$ cat src/rtl/sop_pkg.sv
package sop_pkg;

  // Strobes from control to datapath
  typedef struct packed {
    logic loadData;
  } sopStrobe_t;

endpackage

$ cat src/rtl/sop_datapath.sv
module sop_datapath #(
  parameter int DATA_W = 8
) (
  input  logic                 clk,
  input  logic                 rstN,
  input  sop_pkg::sopStrobe_t  strobes,
  input  logic [DATA_W-1:0]    wrData,
  output logic [DATA_W-1:0]    portOut
);

  logic [DATA_W-1:0] dataReg;

  always_ff @(posedge clk or negedge rstN) begin
    if (!rstN) begin
      dataReg <= '0;
    end else if (strobes.loadData) begin
      dataReg <= wrData;
    end
  end

  assign portOut = dataReg;

  // Output byte only moves on a load strobe
  assert_hold_R5: assert property (@(posedge clk) disable iff (!rstN)
    !strobes.loadData |=> $stable(portOut));

  // Loaded value appears at the next edge
  assert_load_R2: assert property (@(posedge clk) disable iff (!rstN)
    strobes.loadData |=> (portOut == $past(wrData)));

endmodule

$ cat src/rtl/sop_ctrl.sv
module sop_ctrl #(
  parameter int IDX_W    = 3,
  parameter int INTE_BIT = 6
) (
  input  logic                 clk,
  input  logic                 rstN,
  input  logic                 wrN,
  input  logic                 portSel,
  input  logic                 bitCmd,
  input  logic [IDX_W-1:0]     bitIdx,
  input  logic                 bitVal,
  input  logic                 ackN,
  output sop_pkg::sopStrobe_t  strobes,
  output logic                 obfN,
  output logic                 intr
);

  localparam logic [IDX_W-1:0] ENABLE_POS = IDX_W'(INTE_BIT);

  logic wrNQ;
  logic selQ;
  logic ackNQ;
  logic ackArmed;
  logic inte;
  logic obfReg;
  logic intrReg;

  logic wrFall;
  logic wrRise;
  logic ackLow;
  logic ackRise;
  logic inteHit;

  always_comb begin
    wrFall           = !wrN && wrNQ && portSel;
    wrRise           = wrN && !wrNQ && selQ;
    ackLow           = !ackN;
    ackRise          = ackN && !ackNQ;
    inteHit          = bitCmd && (bitIdx == ENABLE_POS);
    strobes.loadData = !wrN && portSel;
  end

  // Edge history, idle high so reset never fakes an edge
  always_ff @(posedge clk or negedge rstN) begin
    if (!rstN) begin
      wrNQ  <= 1'b1;
      selQ  <= 1'b0;
      ackNQ <= 1'b1;
    end else begin
      wrNQ  <= wrN;
      selQ  <= portSel;
      ackNQ <= ackN;
    end
  end

  // Buffer-full line: write completion wins over a concurrent acknowledge
  always_ff @(posedge clk or negedge rstN) begin
    if (!rstN) begin
      obfReg <= 1'b1;
    end else if (wrRise) begin
      obfReg <= 1'b0;
    end else if (ackLow) begin
      obfReg <= 1'b1;
    end
  end

  // Remembers that this acknowledge pulse served a pending byte
  always_ff @(posedge clk or negedge rstN) begin
    if (!rstN) begin
      ackArmed <= 1'b0;
    end else if (ackRise) begin
      ackArmed <= 1'b0;
    end else if (ackLow && !obfReg) begin
      ackArmed <= 1'b1;
    end
  end

  always_ff @(posedge clk or negedge rstN) begin
    if (!rstN) begin
      inte <= 1'b0;
    end else if (inteHit) begin
      inte <= bitVal;
    end
  end

  // Interrupt: clearing has priority over setting
  always_ff @(posedge clk or negedge rstN) begin
    if (!rstN) begin
      intrReg <= 1'b0;
    end else if (wrFall || (inteHit && !bitVal)) begin
      intrReg <= 1'b0;
    end else if (ackRise && ackArmed && inte && obfReg) begin
      intrReg <= 1'b1;
    end
  end

  assign obfN = obfReg;
  assign intr = intrReg;

  assert_obf_fall_R2: assert property (@(posedge clk) disable iff (!rstN)
    wrRise |=> !obfN);

  assert_obf_rise_R4: assert property (@(posedge clk) disable iff (!rstN)
    (ackLow && !wrRise) |=> obfN);

  assert_intr_enabled_R6: assert property (@(posedge clk) disable iff (!rstN)
    $rose(intr) |-> (inte && obfN));

  assert_intr_on_ack_R7: assert property (@(posedge clk) disable iff (!rstN)
    $rose(intr) |-> ($past(ackN) && !$past(ackNQ)));

  assert_intr_clear_R8: assert property (@(posedge clk) disable iff (!rstN)
    wrFall |=> !intr);

  assert_inte_off_R9: assert property (@(posedge clk) disable iff (!rstN)
    (inteHit && !bitVal) |=> (!intr && !inte));

endmodule

$ cat src/rtl/strobed_out_port.sv
module strobed_out_port #(
  parameter int DATA_W   = 8,
  parameter int IDX_W    = 3,
  parameter int INTE_BIT = 6
) (
  input  logic              clk,
  input  logic              rstN,
  input  logic              wrN,
  input  logic              portSel,
  input  logic [DATA_W-1:0] wrData,
  input  logic              bitCmd,
  input  logic [IDX_W-1:0]  bitIdx,
  input  logic              bitVal,
  input  logic              ackN,
  output logic [DATA_W-1:0] portOut,
  output logic              obfN,
  output logic              intr
);

  sop_pkg::sopStrobe_t strobes;

  sop_ctrl #(
    .IDX_W    (IDX_W),
    .INTE_BIT (INTE_BIT)
  ) uCtrl (
    .clk     (clk),
    .rstN    (rstN),
    .wrN     (wrN),
    .portSel (portSel),
    .bitCmd  (bitCmd),
    .bitIdx  (bitIdx),
    .bitVal  (bitVal),
    .ackN    (ackN),
    .strobes (strobes),
    .obfN    (obfN),
    .intr    (intr)
  );

  sop_datapath #(
    .DATA_W (DATA_W)
  ) uData (
    .clk     (clk),
    .rstN    (rstN),
    .strobes (strobes),
    .wrData  (wrData),
    .portOut (portOut)
  );

endmodule

$ cat config.mk
export PLATFORM = sky130hd
export DESIGN_NAME = strobed_out_port
export DESIGN_NICKNAME = d
export VERILOG_FILES = /design/src/rtl/sop_pkg.sv /design/src/rtl/sop_datapath.sv /design/src/rtl/sop_ctrl.sv /design/src/rtl/strobed_out_port.sv
export SDC_FILE = /design/constraint.sdc
export NUM_CORES = 1
export LEC_CHECK = 0
export ABC_AREA = 1
export BUFFER_PORTS_ARGS = -buffer_cell sky130_fd_sc_hd__buf_4
export CORE_MARGIN = 8
export CORE_UTILIZATION = 46
export DETAILED_ROUTE_END_ITERATION = 16
export PLACE_DENSITY = 0.76
export SLEW_MARGIN = 20
export SYNTH_ARGS = -nofsm -noshare
export SYNTH_HDL_FRONTEND = slang
export SYNTH_SLANG_ARGS = --single-unit
$ cat constraint.sdc
create_clock -name clk -period 1.46 [get_ports clk]
set_clock_uncertainty 0.05 [all_clocks]
set_input_delay 0.219 -clock clk [delete_from_list [all_inputs] [get_ports clk]]
set_output_delay 0.219 -clock clk [all_outputs]
set_load 0.01 [all_outputs]
Word-level counts from Yosys, hierarchy flattened
Cells that the tools add are included.
- flip-flop bits (word level): 15
- bits of input ports: 18
- output and inout bits: 10
- logic and storage cells: 37
- eq/ne operators: 2
- multiplexer cells: 6
- reductions and logical operators: 21
- operators with widths (operator ; number):
    $logic_and A1 B1 Y1 ; 12
    $logic_not A1 Y1 ; 6
    $mux W1 ; 6
    $reduce_bool A2 Y1 ; 2
    $eq A3 B3 Y1 const B ; 1
    $ne A2 B1 Y1 const B ; 1
    $logic_or A1 B1 Y1 ; 1

Longest topological paths before layout
Gate-level depths: netlist of the first run.
- word-level depth: 7
- mapped depth: 6
- gate-level depth less buffers: 6

Cells and area by module
Synthesis of the first run repeated with hierarchy kept, for this count alone.
- cells, all modules: 66
- area, all modules: 590.6 µm²
- modules (own cells, without submodules) (module ; instances ; cells an instance ; area an instance (µm²) ; sequential area each (µm²)):
    sop_datapath ; 1 ; 34 ; 305.3 ; 200.2
    sop_ctrl ; 1 ; 32 ; 285.3 ; 178.9

Worst setup path before layout of the first run
No wires, ideal clock.
- path type: reg-to-reg
- start point: register uCtrl.obfReg, in the netlist uCtrl.obfN
- end point: register uCtrl.intrReg, in the netlist uCtrl.intr
- arrival: 0.827 ns
- path slack: 0.515 ns
- cell stages (with the launch flop): 5
- path buffers: 0
- clock period less this slack: 0.945 ns
- cell sequence: dfstp_2 nand3_1 nor2_1 nor2_1 nor2_2
- longest elaborated chain between the ends: 2
- RTL lines (element ; RTL line ; text):
    start: declaration ; sop_ctrl.sv:25 ; logic obfReg;
    start signal: assignment ; sop_ctrl.sv:59 ; obfReg <= 1'b1;
    start signal: assignment ; sop_ctrl.sv:61 ; obfReg <= 1'b0;
    start signal: assignment ; sop_ctrl.sv:63 ; obfReg <= 1'b1;
    $logic_and A1 B1 Y1 ; sop_ctrl.sv:92 ; end else if (ackRise && ackArmed && inte && obfReg) begin
    $reduce_bool A2 Y1 (no source line) ; n/a ;
    end signal: assignment ; sop_ctrl.sv:89 ; intrReg <= 1'b0;
    end signal: assignment ; sop_ctrl.sv:91 ; intrReg <= 1'b0;
    end signal: assignment ; sop_ctrl.sv:93 ; intrReg <= 1'b1;
    end: declaration ; sop_ctrl.sv:26 ; logic intrReg;
No other way between the ends.
A chain may end at the register's enable or synchronous reset.

Final worst setup path of the first run
- start point: register uCtrl.obfReg, in the netlist uCtrl.obfN
- end point: output port obfN
- RTL lines (element ; RTL line ; text):
    end: declaration ; strobed_out_port.sv:16 ; output logic obfN,
No word-level cell between the ends.

==> results.py, run 1 <==
metrics = {
    "timing": {
        "period_needed_ns": 1.23,
        "tightest_slew_ns": 0.189,
        "post-route-period-util_pct": 84.1,
        "slew_violations": 0,
        "fin_hold_ws_ns": 0.0143,
        "setup_viol": 0,
        "fin_ws_ns": 0.233,
        "setup_tns_ns": 0,
        "hold_viol": 0,
        "relSlewSlack_pct": 87.4,
        "max_freq_ghz": 0.815,
        "rsz0062_at_grt": "no",
    },
    "place": {
        "hpwlAfterDp_um": 1040,
        "place_area_um2": 826,
        "numPlacedInstances": 108,
        "io_buffers": 27,
        "place.gp.congestion": 0.697,
        "place_ws_ns": 0.489,
    },
    "run_status": {
        "status": "finished, final reports clean",
    },
    "floorplanning": {
        "fp.dieW_um": 52.2,
        "die_height_um": 52.2,
        "die-area_mm2": 0.00273,
        "core_mm2": 0.00127,
        "start_util_pct": 47.6,
        "rows": 13,
        "io_pins": 28,
    },
    "setup_path": {
        "startpoint_type": "flop",
        "critical_path_class": "flop to output pin",
        "arrival_ns": 0.96,
        "critical-path-slowest-cell": "dfstp_2",
        "crit_buf_inv": 1,
        "crit_family": "flip-flops",
        "cp_slowest_stage_delay_ns": 0.56,
        "worstPathMaxFanout": 4,
        "crit_path_cell_trace": "buf_4",
        "cp.required_ns": 1.19,
        "cp-end-kind": "output pin",
    },
    "clocking": {
        "cts_num_sinks": 15,
        "worstSkewPairLatency_ns": 0.27,
        "numCtsBuffers": 3,
        "clk_pin_slew_ns": 0.08,
        "cts_buffer_depth": 2,
        "htree_levels": 1,
        "cts_tree": "built",
        "root_buffer": "clkbuf_4",
        "post_cts_buffers": 0,
    },
    "logic_synthesis": {
        "syn_area_um2": 604,
        "syn_nets": 84,
        "ys_ff_latch": 15,
        "syn-instance-count": 66,
        "yosys_warnings": 0,
        "synth.top_cell.area_share_pct": 49.7,
        "avgSynthCellArea_um2": 9.16,
        "synth_top_cells_by_area": "dfrtp_1, nand2_1, dfstp_2",
        "yosysTopAreaCell": "dfrtp_1",
        "synth-seq-area-share_pct": 62.7,
        "synth_cell_types": 14,
    },
    "finish": {
        "drive_above_1_share_pct": 39.4,
        "area_growth_pct": 44.3,
        "fin_util_pct": 68.7,
        "post-route-cell-area_um2": 872,
        "layout.nets": 118,
        "antennaDiodeCount": 0,
        "final_common_cell": "nand2_1",
        "finalNonFillerCells": 114,
        "final_cell_mix": "nand2_1, buf_4, dfrtp_1, inv_1, nor2_1",
    },
    "routing": {
        "viasPerCell": 4.34,
        "wl_um": 1310,
        "firstDrtPassIters": 2,
        "drc": 0,
        "first_iter_violations": 1,
        "post_drt_wl_per_cell_um": 11.5,
        "drt.antenna.violating_nets": 0,
        "num_vias": 495,
    },
    "pwr": {
        "leakage_nw": 0.492,
        "finalPower_uw": 903,
        "power.density_mw_per_mm2": 1040,
        "peakVddDrop_v": 0.000742,
    },
    "global_route": {
        "grt_max_degree": 16,
        "grt_remaining_overflow": 0,
        "track_usage_pct": 10.8,
        "grt_pass1_vias": 509,
        "antenna_found_initial": 0,
        "grt_pass1_wl_um": 2210,
    },
    "min_path": {
        "hold_class": "input port to flop",
    },
    "job": {
        "drv_cap": 0,
    },
}
==> layer usage <==
layer | up-vias | part of all wire [%] | global-route usage (%)
li1 | 262 | - | -
met1 | 215 | 41 | 12.6
met2 | 16 | 49 | 16.2
met3 | 2 | 9.2 | 5.40
met4 | 0 | 0.38 | 5.17
met5 | - | 0 | 0
==> sequential cells by signal, indices dropped and copies added, names as in the netlist <==
signal	flops
uCtrl.intr	1
uCtrl.wrNQ	1
uCtrl.ackArmed	1
uCtrl.obfN	1
uCtrl.ackNQ	1
uCtrl.selQ	1
uCtrl.inte	1
uData.portOut	8
==> area by class of cell <==
cell class,count,area (um^2)
Clock buffer,4,26.3
Fill cell,107,397
Inverter,8,35.0
Multi-Input combinational cell,43,190
Sequential cell,15,379
Tap cell,15,18.8
Timing Repair Buffer,29,223
==> power by group <==
part	internal, mW	switching, mW	leakage [nW]
combinational	0.100	0.0841	0.296
clock	0.106	0.120	0.0150
sequential	0.466	0.0270	0.181
total	0.672	0.231	0.492
==> worst paths after layout <==
path                                  start  slack, ns  cells after the start                to
worst max register to register  uCtrl.ackNQ       0.48                      5        uCtrl.intr
min in group asynchronous              rstN       0.27                      2  uData.portOut[6]
worst min register to register   uCtrl.selQ       0.41                      3        uCtrl.obfN
max in group asynchronous              rstN       0.84                      2        uCtrl.wrNQ
worst min-delay path                   ackN       0.01                      1       uCtrl.ackNQ
worst max-delay path             uCtrl.obfN       0.23                      1              obfN
==> logic make-up after synthesis <==
| kind of cell | share of synthesized area, % |
|---|---|
| buffers and inverters | 5.80 |
| and+or+nand+nor | 28.6 |
| DFF | 62.7 |
| AOI/OAI and AO/OA | 2.90 |
==> synthesized netlist by cell type <==
cell type,number
nor2_1,5
o21a_1,1
nand2_1,29
dfstp_2,3
inv_1,6
inv_2,1
o21ai_0,1
nand2_2,1
inv_6,1
dfrtp_1,12
nand2_4,2
o21ai_1,1
nand3_1,2
nor2_2,1
==> repair_timing <==
item / in CTS / in global routing
endpoints found under the setup margin: 0 / 0
gates resized for setup: 0 / 0
hold endpoints to repair: 15 / 1
hold buffers: 1 / 1
Note: power is estimated with default switching activity, not from simulation.
==> run 2, diff against run 1 <==
CORE_UTILIZATION = 39   (was 46)
PLACE_DENSITY = 0.68   (was 0.76)
clock period = 1.1 ns   (was 1.46 ns; I/O delays follow)
==> results.py, run 2 (synthesized netlist as in run 1, its figures left out) <==
metrics = {
    "run_status": {
        "status": "finished with violations",
        "violations": "negative setup slack",
    },
    "place": {
        "hpwlAfterDp_um": 1010,
        "place_area_um2": 827,
        "place_ws_ns": 0.125,
        "place.gp.congestion": 0.640,
        "io_buffers": 27,
    },
    "setup_path": {
        "crit_path_cell_trace": "buf_6",
        "path_depth": 1,
        "cp_slowest_stage_delay_ns": 0.55,
        "cp.required_ns": 0.88,
        "crit_buf_inv": 1,
        "worstPathMaxFanout": 2,
        "startpoint": "uCtrl.obfN",
        "startpoint_type": "flop",
        "ff2ff_setup_slack_ns": 0.04,
        "crit_end": "obfN",
        "crit_family": "flip-flops",
        "cp-end-kind": "output pin",
        "r2r_end": "uCtrl.intr",
        "critical_path_class": "flop to output pin",
        "critical-path-slowest-cell": "dfstp_2",
        "arrival_ns": 0.93,
        "r2r-start": "uCtrl.obfN",
        "worst-r2r-cell-count": 5,
    },
    "global_route": {
        "grt_pass1_vias": 587,
        "track_usage_pct": 9.49,
        "grt_remaining_overflow": 0,
        "antenna_found_initial": 0,
        "grt_max_degree": 16,
        "grt_pass1_wl_um": 2460,
    },
    "min_path": {
        "hold_class": "input port to flop",
    },
    "routing": {
        "wl_um": 1310,
        "routed.top_layer": "met4",
        "wirelength_met1_um": 581,
        "route.met3.wl_um": 108,
        "post_drt_wl_per_cell_um": 11.0,
        "viasPerCell": 4.45,
        "firstDrtPassIters": 2,
        "num_vias": 529,
        "drt.antenna.violating_nets": 0,
        "first_iter_violations": 3,
        "drc": 0,
        "met2WireLength_um": 593,
    },
    "floorplanning": {
        "core_mm2": 0.00147,
        "start_util_pct": 41.1,
        "fp.dieW_um": 55.4,
        "die_height_um": 55.4,
        "io_pins": 28,
        "die-area_mm2": 0.00307,
        "rows": 14,
    },
    "timing": {
        "hold_viol": 0,
        "post-route-period-util_pct": 104,
        "rsz0062_at_grt": "yes",
        "max_freq_ghz": 0.874,
        "relSlewSlack_pct": 87.4,
        "tightest_slew_ns": 0.189,
        "fin_ws_ns": -0.0437,
        "slew_violations": 0,
        "period_needed_ns": 1.14,
        "setup_viol": 1,
    },
    "clocking": {
        "numCtsBuffers": 3,
        "worstSkewPairLatency_ns": 0.28,
        "cts_tree": "built",
        "root_buffer": "clkbuf_4",
        "clk_pin_slew_ns": 0.09,
        "cts_buffer_depth": 2,
        "htree_levels": 1,
        "cts_num_sinks": 15,
    },
    "finish": {
        "final_common_cell": "nand2_1",
        "drive_above_1_share_pct": 39.8,
        "multi_input_area_um2": 190,
        "final_cell_mix": "nand2_1, buf_4, dfrtp_1, inv_1",
        "largest_reg_flops": 8,
        "layout.nets": 122,
        "post-route-cell-area_um2": 916,
        "antennaDiodeCount": 0,
        "area_growth_pct": 51.6,
        "seq_area_um2": 379,
        "fillers": 135,
    },
    "pwr": {
        "swShare_pct": 26.7,
        "pwr-share-clk_pct": 25.6,
        "leakage_nw": 0.514,
        "pwr-share-seq_pct": 53.2,
        "p_sw_uw": 327,
        "peakVddDrop_v": 0.000693,
        "power.density_mw_per_mm2": 1340,
        "intPower_uw": 898,
        "combPwrFrac_pct": 21.2,
    },
    "job": {
        "drv_cap": 0,
    },
}
run 2: cell types whose count changed in the layout (fill, tap and decap cells not counted), sizes merged:
cell	delta
clkinv	+1
buf	+1
dlygate4sd3	+3
clkbuf	-1
run 2: final cells by class:
type | count | share of cell area [%]
Inverter | 8 | 3.83
Multi-Input combinational cell | 43 | 20.8
Sequential cell | 15 | 41.4
Timing Repair Buffer | 33 | 28.8
Tap cell | 16 | 2.19
Clock inverter | 1 | 0.546
Clock buffer | 3 | 2.46
run 2: metrics by stage:
stage | util, % | cells | hold WS (ns) | total power [mW] | TNS (ns)
after global routing | 62.2 | 119 | 0.0187 | 1.32 | -0.110
after detailed placement | 56.2 | 109 | -0.0184 | 0.910 | 0
after CTS | 61.6 | 118 | 0.00721 | 1.25 | -0.0637
after global placement | 56.2 | 109 | -0.0226 | 0.903 | 0
final | 62.2 | 119 | 0.0198 | 1.23 | -0.0437
after floorplan | - | 66 | -0.181 | 0.758 | 0
run 2: worst min-delay path by stage:
| stage | from | endpoint | depth (start not counted) |
|---|---|---|---|
| detailed placement | rstN | uCtrl.inte | 1 |
| floorplan | rstN | uCtrl.ackArmed | 0 |
| CTS | wrData[6] | uData.portOut[6] | 3 |
| global placement | rstN | uCtrl.inte | 1 |
| global route | wrData[7] | uData.portOut[7] | 3 |
| finish | wrData[6] | uData.portOut[6] | 3 |
run 2: power by group through the flow:
stage               clock, mW  sequential, mW  combinational, mW
floorplan                   0           0.681             0.0772
global placement            0           0.663              0.239
detailed placement          0           0.663              0.247
CTS                     0.334           0.654              0.265
global route            0.362           0.661              0.293
finish                  0.313           0.652              0.260
run 2: routing by layer:
| layer | vias up | track usage (%) |
|---|---|---|
| met1 | 236 | 11.0 |
| met4 | 0 | 5.28 |
| met5 | - | 0 |
| met2 | 19 | 14.4 |
| met3 | 3 | 3.88 |
| li1 | 271 | - |
run 2: repair_timing:
action                     4_1_cts  5_1_grt
setup endpoints to repair        1        2
hold endpoints to repair        18        1
gates cloned                     0        0
buffers inserted                 1        0
gates resized for setup          1        0
hold buffers                     4        1
==> run 3, diff against run 2 <==
GPL_TIMING_DRIVEN = 0   (was default)
PLACE_DENSITY = default   (was 0.68)
PLACE_DENSITY_LB_ADDON = 0.1   (was default)
==> results.py, run 3 (synthesized netlist as in run 1, its figures left out) <==
metrics = {
    "clocking": {
        "clk_pin_slew_ns": 0.08,
        "cts_tree": "built",
        "root_buffer": "clkbuf_4",
        "cts_num_sinks": 15,
        "worstSkewPairLatency_ns": 0.27,
        "htree_levels": 1,
        "numCtsBuffers": 3,
        "cts_buffer_depth": 2,
    },
    "global_route": {
        "grt_remaining_overflow": 0,
        "grt_max_degree": 16,
        "track_usage_pct": 8.91,
        "antenna_found_initial": 0,
        "grt_pass1_vias": 542,
        "grt_pass1_wl_um": 2270,
    },
    "timing": {
        "post-route-period-util_pct": 103,
        "relSlewSlack_pct": 87.3,
        "setup_viol": 1,
        "fin_hold_ws_ns": 0.0276,
        "rsz0062_at_grt": "yes",
        "period_needed_ns": 1.13,
        "hold_viol": 0,
        "setup_tns_ns": -0.0331,
        "slew_violations": 0,
        "max_freq_ghz": 0.883,
        "tightest_slew_ns": 0.191,
        "fin_ws_ns": -0.0331,
    },
    "setup_path": {
        "crit_buf_inv": 1,
        "cp_slowest_stage_delay_ns": 0.55,
        "crit_family": "flip-flops",
        "cp.required_ns": 0.88,
        "cp-end-kind": "output pin",
        "worstPathMaxFanout": 2,
        "startpoint_type": "flop",
        "crit_path_cell_trace": "buf_6",
        "arrival_ns": 0.92,
        "critical-path-slowest-cell": "dfstp_2",
        "critical_path_class": "flop to output pin",
    },
    "finish": {
        "largest_reg_flops": 8,
        "drive_above_1_share_pct": 39.2,
        "layout.nets": 121,
        "finalNonFillerCells": 118,
        "area_growth_pct": 49.7,
        "antennaDiodeCount": 0,
        "final_common_cell": "nand2_1",
        "final_cell_mix": "nand2_1, buf_4, dfrtp_1, inv_1, nor2_1",
    },
    "pwr": {
        "finalPower_mw": 1.21,
        "peakVddDrop_v": 0.000726,
        "leakage_nw": 0.507,
        "power.density_mw_per_mm2": 1330,
    },
    "routing": {
        "firstDrtPassIters": 4,
        "drt.antenna.violating_nets": 0,
        "post_drt_wl_per_cell_um": 10.8,
        "first_iter_violations": 9,
        "wl_um": 1270,
        "drc": 0,
        "num_vias": 500,
        "viasPerCell": 4.24,
    },
    "place": {
        "place_ws_ns": 0.148,
        "numPlacedInstances": 109,
        "place.gp.congestion": 0.669,
        "io_buffers": 27,
        "hpwlAfterDp_um": 977,
    },
    "floorplanning": {
        "fp.dieW_um": 55.4,
        "start_util_pct": 41.1,
        "core_mm2": 0.00147,
        "io_pins": 28,
        "die_height_um": 55.4,
        "die-area_mm2": 0.00307,
        "rows": 14,
    },
    "run_status": {
        "violations": "negative setup slack",
        "status": "finished with violations",
    },
    "job": {
        "drv_cap": 0,
    },
    "min_path": {
        "hold_class": "input port to flop",
    },
}
## run 3: worst paths after layout
| check | start | to | slack, ns | cells past startpoint |
|---|---|---|---|---|
| setup / recovery | uCtrl.obfN | obfN | -0.03 | 1 |
| hold / removal | wrData[5] | uData.portOut[5] | 0.03 | 3 |
| hold reg to reg | uCtrl.selQ | uCtrl.obfN | 0.41 | 3 |
| setup reg to reg | uCtrl.obfN | uCtrl.intr | 0.06 | 5 |
| min in group asynchronous | rstN | uCtrl.inte | 0.22 | 2 |
| max in group asynchronous | rstN | uCtrl.wrNQ | 0.54 | 2 |
## run 3: worst min-delay path, cell delays in order
cell and delay (ns):
buf_4 0.08, nand2_1 0.04, nand2_1 0.04
## run 3: power breakdown
group	total (mW)	switching (mW)	internal [mW]
registers	0.651	0.0333	0.618
logic	0.256	0.113	0.143
clock network	0.300	0.159	0.140
## run 3: final cells by class
type	count	area, um^2
Inverter	8	35.0
Fill cell	139	567
Tap cell	16	20.0
Timing Repair Buffer	32	254
Multi-Input combinational cell	43	190
Sequential cell	15	379
Clock buffer	4	26.3
## run 3: metrics by stage
step | instance area, um^2 | utilization, %
final | 905 | 61.5
after CTS | 905 | 61.5
after detailed placement | 827 | 56.2
after floorplan | 604 | -
after global routing | 905 | 61.5
after global placement | 827 | 56.2
## run 3: repair_timing
| item | 4_1_cts | 5_1_grt |
|---|---|---|
| resized for setup | 1 | 0 |
| gates cloned | 0 | 0 |
| endpoints found under the hold margin | 18 | 0 |
| buffers inserted | 1 | 0 |
| setup endpoints to repair | 1 | 1 |
| hold buffers | 4 | 0 |
## run 3: metal layers
metal / share of wire, % / track usage, % / wire [um]
met5: 0 / 0 / 0
met4: 0.71 / 5.28 / 9
met3: 6.8 / 4.11 / 87
met2: 48 / 14.1 / 609
met1: 45 / 9.45 / 568
